[src/rtl/irq_pkg.sv]
package irq_pkg;
  typedef enum logic [1:0] {ST_IDLE, ST_ENTRY, ST_VEC} seq_st_e;
endpackage

[src/rtl/irq_src_bank.sv]
module irq_src_bank #(
  parameter int              N_SRC    = 16,
  parameter logic [N_SRC-1:0] LVL_MASK = '0
) (
  input  logic             clk_i,
  input  logic             rst_ni,
  input  logic [N_SRC-1:0] src_i,
  input  logic [N_SRC-1:0] en_i,
  input  logic [N_SRC-1:0] clr_i,
  input  logic [N_SRC-1:0] served_i,
  output logic [N_SRC-1:0] flag_o,
  output logic [N_SRC-1:0] req_o
);
  for (genvar i = 0; i < N_SRC; i++) begin : g_src
    if (LVL_MASK[i]) begin : g_lvl
      logic unused_bits;
      assign unused_bits = ^{clr_i[i], served_i[i]};
      assign flag_o[i]   = 1'b0;
      assign req_o[i]    = src_i[i] & en_i[i];
    end else begin : g_evt
      logic src_q, flag_q;
      always_ff @(posedge clk_i or negedge rst_ni) begin
        if (!rst_ni) begin
          src_q  <= 1'b0;
          flag_q <= 1'b0;
        end else begin
          src_q <= src_i[i];
          if (src_i[i] && !src_q)            flag_q <= 1'b1; // new event wins over clear
          else if (clr_i[i] || served_i[i])  flag_q <= 1'b0;
        end
      end
      assign flag_o[i] = flag_q;
      assign req_o[i]  = flag_q & en_i[i];

      a_r5_flag_sticky: assert property (@(posedge clk_i) disable iff (!rst_ni)
        (flag_q && !clr_i[i] && !served_i[i]) |=> flag_q);
    end
  end
endmodule

[src/rtl/irq_prio_pick.sv]
module irq_prio_pick #(
  parameter int N_SRC = 16,
  parameter int IDX_W = $clog2(N_SRC)
) (
  input  logic [N_SRC-1:0] req_i,
  output logic             any_o,
  output logic [IDX_W-1:0] idx_o,
  output logic [N_SRC-1:0] grant_o
);
  assign any_o = |req_i;

  always_comb begin
    idx_o   = '0;
    grant_o = '0;
    for (int i = N_SRC - 1; i >= 0; i--) begin
      if (req_i[i]) begin
        idx_o      = IDX_W'(i);
        grant_o    = '0;
        grant_o[i] = 1'b1;
      end
    end
    if (any_o) begin
      a_r3_lowest_wins: assert ((req_i & (grant_o - 1'b1)) == '0 && (grant_o & req_i) != '0);
    end
  end
endmodule

[src/rtl/irq_seq.sv]
module irq_seq
  import irq_pkg::*;
#(
  parameter int             N_SRC     = 16,
  parameter int             IDX_W     = $clog2(N_SRC),
  parameter int             ADDR_W    = 16,
  parameter int             ENTRY_CYC = 4,
  parameter int             SLEEP_CYC = 4,
  parameter int             ENTRY_SZ  = 2,
  parameter logic [ADDR_W-1:0] BASE_A = '0,
  parameter logic [ADDR_W-1:0] BASE_B = '0
) (
  input  logic              clk_i,
  input  logic              rst_ni,
  input  logic              any_i,
  input  logic [IDX_W-1:0]  idx_i,
  input  logic [N_SRC-1:0]  grant_i,
  input  logic              retire_i,
  input  logic              sei_i,
  input  logic              cli_i,
  input  logic              reti_i,
  input  logic              sleep_i,
  input  logic              alt_base_i,
  input  logic              entry_ack_i,
  output logic [N_SRC-1:0]  served_o,
  output logic              gie_o,
  output logic              entering_o,
  output logic              vec_valid_o,
  output logic [ADDR_W-1:0] vec_addr_o
);
  localparam int CNT_W = $clog2(ENTRY_CYC + SLEEP_CYC + 1);

  seq_st_e            st_q;
  logic [CNT_W-1:0]   cnt_q;
  logic               gie_q;
  logic [ADDR_W-1:0]  vec_q;
  logic               boundary, gate_ok, take;
  logic [ADDR_W-1:0]  base_sel, vec_d;

  assign boundary = retire_i | sleep_i;
  assign gate_ok  = !(retire_i && (sei_i || cli_i || reti_i)); // shadow of SEI/RETI, CLI immediate
  assign take     = (st_q == ST_IDLE) && gie_q && any_i && boundary && gate_ok;
  assign served_o = take ? grant_i : '0;
  assign base_sel = alt_base_i ? BASE_B : BASE_A;
  assign vec_d    = base_sel + ADDR_W'((int'(idx_i) + 1) * ENTRY_SZ);

  always_ff @(posedge clk_i or negedge rst_ni) begin
    if (!rst_ni) begin
      st_q  <= ST_IDLE;
      cnt_q <= '0;
      gie_q <= 1'b0;
      vec_q <= '0;
    end else begin
      if (take)                              gie_q <= 1'b0;
      else if (retire_i && cli_i)            gie_q <= 1'b0;
      else if (retire_i && (sei_i || reti_i)) gie_q <= 1'b1;

      unique case (st_q)
        ST_IDLE: if (take) begin
          st_q  <= ST_ENTRY;
          vec_q <= vec_d;
          cnt_q <= sleep_i ? CNT_W'(ENTRY_CYC + SLEEP_CYC - 1) : CNT_W'(ENTRY_CYC - 1);
        end
        ST_ENTRY: begin
          if (cnt_q == '0) st_q <= ST_VEC;
          else             cnt_q <= cnt_q - 1'b1;
        end
        ST_VEC: if (entry_ack_i) st_q <= ST_IDLE;
        default: st_q <= ST_IDLE;
      endcase
    end
  end

  assign gie_o       = gie_q;
  assign entering_o  = (st_q == ST_ENTRY);
  assign vec_valid_o = (st_q == ST_VEC);
  assign vec_addr_o  = vec_q;

  a_r7_gie_clr_entry: assert property (@(posedge clk_i) disable iff (!rst_ni)
    $rose(entering_o) |-> !gie_o);
  a_r9_shadow: assert property (@(posedge clk_i) disable iff (!rst_ni)
    (st_q == ST_IDLE && retire_i && (sei_i || reti_i) && !cli_i) |=> (st_q == ST_IDLE && gie_q));
  a_r10_cli_blocks: assert property (@(posedge clk_i) disable iff (!rst_ni)
    (st_q == ST_IDLE && retire_i && cli_i) |=> (st_q == ST_IDLE && !gie_q));
  a_r11_boundary_only: assert property (@(posedge clk_i) disable iff (!rst_ni)
    (st_q == ST_IDLE && !retire_i && !sleep_i) |=> st_q == ST_IDLE);
  a_r12_vec_hold: assert property (@(posedge clk_i) disable iff (!rst_ni)
    (st_q == ST_VEC && !entry_ack_i) |=> (st_q == ST_VEC && $stable(vec_q)));
endmodule

[src/rtl/irq_vec_ctrl.sv]
module irq_vec_ctrl #(
  parameter int                N_SRC     = 16,
  parameter int                ADDR_W    = 16,
  parameter int                ENTRY_CYC = 4,
  parameter int                SLEEP_CYC = 4,
  parameter int                ENTRY_SZ  = 2,
  parameter logic [ADDR_W-1:0] BASE_A    = 16'h0000,
  parameter logic [ADDR_W-1:0] BASE_B    = 16'h1C00,
  parameter logic [N_SRC-1:0]  LVL_MASK  = 16'hF000
) (
  input  logic              clk_i,
  input  logic              rst_ni,
  input  logic [N_SRC-1:0]  src_i,
  input  logic [N_SRC-1:0]  en_i,
  input  logic [N_SRC-1:0]  flag_clr_i,
  input  logic              retire_i,
  input  logic              sei_i,
  input  logic              cli_i,
  input  logic              reti_i,
  input  logic              sleep_i,
  input  logic              alt_base_i,
  input  logic              entry_ack_i,
  output logic              gie_o,
  output logic [N_SRC-1:0]  flag_o,
  output logic              entering_o,
  output logic              vec_valid_o,
  output logic [ADDR_W-1:0] vec_addr_o
);
  localparam int IDX_W = $clog2(N_SRC);

  logic [N_SRC-1:0] req, grant, served;
  logic             any;
  logic [IDX_W-1:0] idx;

  irq_src_bank #(.N_SRC(N_SRC), .LVL_MASK(LVL_MASK)) u_bank (
    .clk_i, .rst_ni, .src_i, .en_i, .clr_i(flag_clr_i), .served_i(served),
    .flag_o, .req_o(req)
  );

  irq_prio_pick #(.N_SRC(N_SRC), .IDX_W(IDX_W)) u_pick (
    .req_i(req), .any_o(any), .idx_o(idx), .grant_o(grant)
  );

  irq_seq #(
    .N_SRC(N_SRC), .IDX_W(IDX_W), .ADDR_W(ADDR_W), .ENTRY_CYC(ENTRY_CYC),
    .SLEEP_CYC(SLEEP_CYC), .ENTRY_SZ(ENTRY_SZ), .BASE_A(BASE_A), .BASE_B(BASE_B)
  ) u_seq (
    .clk_i, .rst_ni, .any_i(any), .idx_i(idx), .grant_i(grant),
    .retire_i, .sei_i, .cli_i, .reti_i, .sleep_i, .alt_base_i, .entry_ack_i,
    .served_o(served), .gie_o, .entering_o, .vec_valid_o, .vec_addr_o
  );
endmodule

[config.mk]
export PLATFORM = sky130hd
export DESIGN_NAME = irq_vec_ctrl
export DESIGN_NICKNAME = d
export VERILOG_FILES = /design/src/rtl/irq_pkg.sv /design/src/rtl/irq_src_bank.sv /design/src/rtl/irq_prio_pick.sv /design/src/rtl/irq_seq.sv /design/src/rtl/irq_vec_ctrl.sv
export SDC_FILE = /design/constraint.sdc
export NUM_CORES = 1
export LEC_CHECK = 0
export ABC_AREA = 1
export ABC_CLOCK_PERIOD_IN_PS = 4400
export BUFFER_PORTS_ARGS = -buffer_cell sky130_fd_sc_hd__buf_2
export CORE_MARGIN = 10
export CORE_UTILIZATION = 41
export DETAILED_ROUTE_END_ITERATION = 16
export GPL_ROUTABILITY_DRIVEN = 1
export PLACE_DENSITY = 0.71
export REMOVE_ABC_BUFFERS = 1
export SYNTH_ARGS = -nofsm -noshare
export SYNTH_HDL_FRONTEND = slang
export SYNTH_SLANG_ARGS = --single-unit
[constraint.sdc]
create_clock -name clk_i -period 4.4 [get_ports clk_i]
set_clock_uncertainty 0.2 [all_clocks]
set_input_delay 0.22 -clock clk_i [delete_from_list [all_inputs] [get_ports clk_i]]
set_output_delay 0.22 -clock clk_i [all_outputs]
set_load 0.01 [all_outputs]
==> results.json <==
{
  "status": "completed",
  "synth_top_family_by_area": "simple AND/OR/NAND/NOR gates",
  "fin_nets": 404,
  "die_area_mm2": 0.008406,
  "synth-compound-area-share_pct": 9.264,
  "yosys_warnings": 0,
  "use_met2_pct": 20.08,
  "cp_top_family": "buffers and inverters",
  "synth-simple-area-share_pct": 27.14,
  "drc": 0,
  "viasPerCell": 4.305,
  "startpoint_type": "primary input",
  "cp_common_cell": "nand2_1",
  "hold_violations": 0,
  "drv_slew": 0,
  "arrival_ns": 1.96,
  "io_pins": 92,
  "synth_xor_area_share_pct": 0.4157,
  "dpl.hpwl_um": 3891,
  "required_ns": 4.40,
  "grt_pass1_wl_um": 8445,
  "h-tree-depth": 2,
  "max_slew.worst_pin.slew_ns": 0.8025,
  "synth_cell_types": 35,
  "cts_buffers": 5,
  "met1_usage_pct": 13.12,
  "initial_core_util_pct": 41.79,
  "endpoint_kind": "flop",
  "avgSynthCellArea_um2": 8.328,
  "drtIter0Drc": 90,
  "yosys.area_share.adder_pct": 0.5938,
  "synth_area_mm2": 0.002107,
  "grt_max_degree": 38,
  "crit_chain": "dlygate4sd3_1 > buf_2 > nand2_1 > nand2_1 > nor4_2 > nand2_1 > clkinv_1 > nand2_4 > inv_4 > nor2_8 > inv_4 > nor2_1 > a31oi_1",
  "placed_area_mm2": 0.002405,
  "power_mw": 1.093,
  "core_area_mm2": 0.005042,
  "final_layout_size_suffix_gt1_share_pct": 31.41,
  "antenna_found_initial": 0,
  "seq_area_frac_synth_pct": 43.94,
  "synth_async_sr_flop_share_pct": 100.0,
  "clkTransAtPathRegs_ns": 0.08,
  "tns_ns": 0,
  "synth_edf_count": 0,
  "clockBufferDepth": 2,
  "cts_tree": "yes",
  "finalCriticalPeriod_ns": 1.960,
  "grt_setup_unrepaired": "no",
  "leakage_nw": 1.548,
  "postRouteAntennaNets": 0,
  "power.density_mw_per_mm2": 393.5,
  "timing.fmax_ghz": 0.5101,
  "cts-root-buf": "clkbuf_8",
  "synth.area.mux_share_pct": 0,
  "slowest_stage": "dlygate4sd3_1",
  "detail_route.wl_per_cell_um": 11.73,
  "port_buffers": 75,
  "setup_ws_ns": 2.440,
  "ys_ff_latch": 37,
  "die_x_um": 91.69,
  "irDropWorstVdd_mv": 0.2378,
  "finalCritPeriodShare_pct": 44.56,
  "dr.pass1.iters": 4,
  "clk_latency_ns": 0.29,
  "ys.flop_type": "dfrtp_1",
  "areaGrowthSynthToFinish_pct": 31.77,
  "routed_wl_um": 4890,
  "die_y_um": 91.69,
  "syn_inst": 253,
  "diodes": 0,
  "hp-class": "primary input to flop",
  "overflow": 0,
  "dp_slack_ns": 2.482,
  "gr-usage-met3_pct": 6.112,
  "grt_usage_pct": 11.88,
  "path_class": "primary input to flop",
  "setup_viol": 0,
  "cts_sinks": 37,
  "grt_pass1_vias": 1921,
  "rows": 26,
  "cp_num_buf_inv": 5,
  "vias": 1795,
  "critPathMaxFanout": 16,
  "gp_congestion": 0.7294,
  "cp_slowest_stage_delay_ns": 0.53,
  "grt.busiest_layer": "met2",
  "fin_util_pct": 55.06,
  "max-cap-violations": 0,
  "fin_area_mm2": 0.002776,
  "slew_headroom_pct": 46.50
}
-- stage by stage --
stage / hold slack, ns / std cells
floorplan: -0.2756 / 237
global placement: 0.1420 / 382
detailed placement: 0.1424 / 382
CTS: 0.007530 / 417
global route: 0.02576 / 417
finish: 0.02128 / 417
-- sequential cells by signal (all words and copies together), names as in the netlist --
signal / count
u_bank.g_src.g_evt.flag_q: 12
u_seq.vec_addr_o: 6
u_bank.g_src.g_evt.src_q: 12
u_seq.st_q: 2
u_seq.cnt_q: 4
u_seq.gie_o: 1
-- worst reg2reg max path: cells and delay by family, from the launching register on --
family          cells  cell delay [ns]
compound gates      1             0.05
buf+inv             3             0.22
flops               1             0.40
simple gates        8             0.90
-- report_power, final --
part	internal, mW	switching [mW]
clock network	0.142	0.116
registers	0.410	0.0420
logic	0.159	0.224
-- what timing repair did --
action,4_1_cts,5_1_grt
buffers inserted,0,0
resized for setup,0,0
endpoints found under the setup margin,0,0
endpoints found under the hold margin,64,0
hold buffers,27,0
-- final timing paths --
kind,to,from,slack (ns),cells past startpoint
setup / recovery,u_seq.cnt_q[2],cli_i,2.44,13
hold / removal,u_bank.g_src[11].g_evt.flag_q,flag_clr_i[11],0.02,4
setup reg to reg,u_seq.cnt_q[2],u_bank.g_src[2].g_evt.flag_q,2.52,12
hold reg to reg,u_bank.g_src[9].g_evt.flag_q,u_bank.g_src[9].g_evt.src_q,0.21,1
max in group asynchronous,u_bank.g_src[0].g_evt.flag_q,rst_ni,3.13,2
min in group asynchronous,u_bank.g_src[3].g_evt.src_q,rst_ni,0.35,2
-- placed cells by master (no fill, tap or decap), types with 7 or more instances in the layout --
| master | count |
|---|---|
| nand3_1 | 8 |
| buf_2 | 75 |
| dlygate4sd3_1 | 27 |
| conb_1 | 12 |
| inv_1 | 42 |
| nor2_1 | 9 |
| nand2_2 | 9 |
| nand2_1 | 59 |
| dfrtp_1 | 37 |
| nor3_1 | 7 |
| clkbuf_8 | 7 |
-- kinds of logic after synthesis --
family,Yosys count
other,1
buffers and inverters,74
AND/OR/NAND/NOR,110
adder cells (fa/ha/maj),1
XOR/XNOR,1
flip-flops,37
AO/OA/AOI/OAI,29
-- layout make-up --
cell class	count	area [µm²]
clock buffers	7	96.34
clock inverters	1	5.005
fillers	462	2266
inverters	47	182.7
multi-input cells	153	833.3
flip-flops and latches	37	925.9
well taps	70	87.58
repair buffers	102	645.6
-- synthesized netlist by cell type, types with 2 or more instances --
cell type  number  area share [%]
o21ai_1         5             1.2
o22ai_1         5             1.5
nand2_1        59              11
nor2_4          2             1.1
nor3_1          7             1.7
o21ai_0         5             1.2
nor2_1          9             1.6
nand2_4         3             1.6
inv_4           2            0.59
inv_1          42             7.5
dfrtp_1        37              44
nand4_1         5             1.5
nor2_8          2             1.9
nand3_1         8             1.9
nor3_2          2            0.95
nand2_2         9             2.7
o32ai_1         5             2.1
buf_4          26             9.3
nor4_2          2             1.2
a21oi_1         3            0.71
-- layer usage --
layer / part of all wire (%) / up-vias
li1: - / 944
met1: 41 / 793
met2: 48 / 56
met3: 11 / 2
met4: 0.14 / 0
met5: 0 / -
No activity file was read; power rests on OpenSTA's default activity.
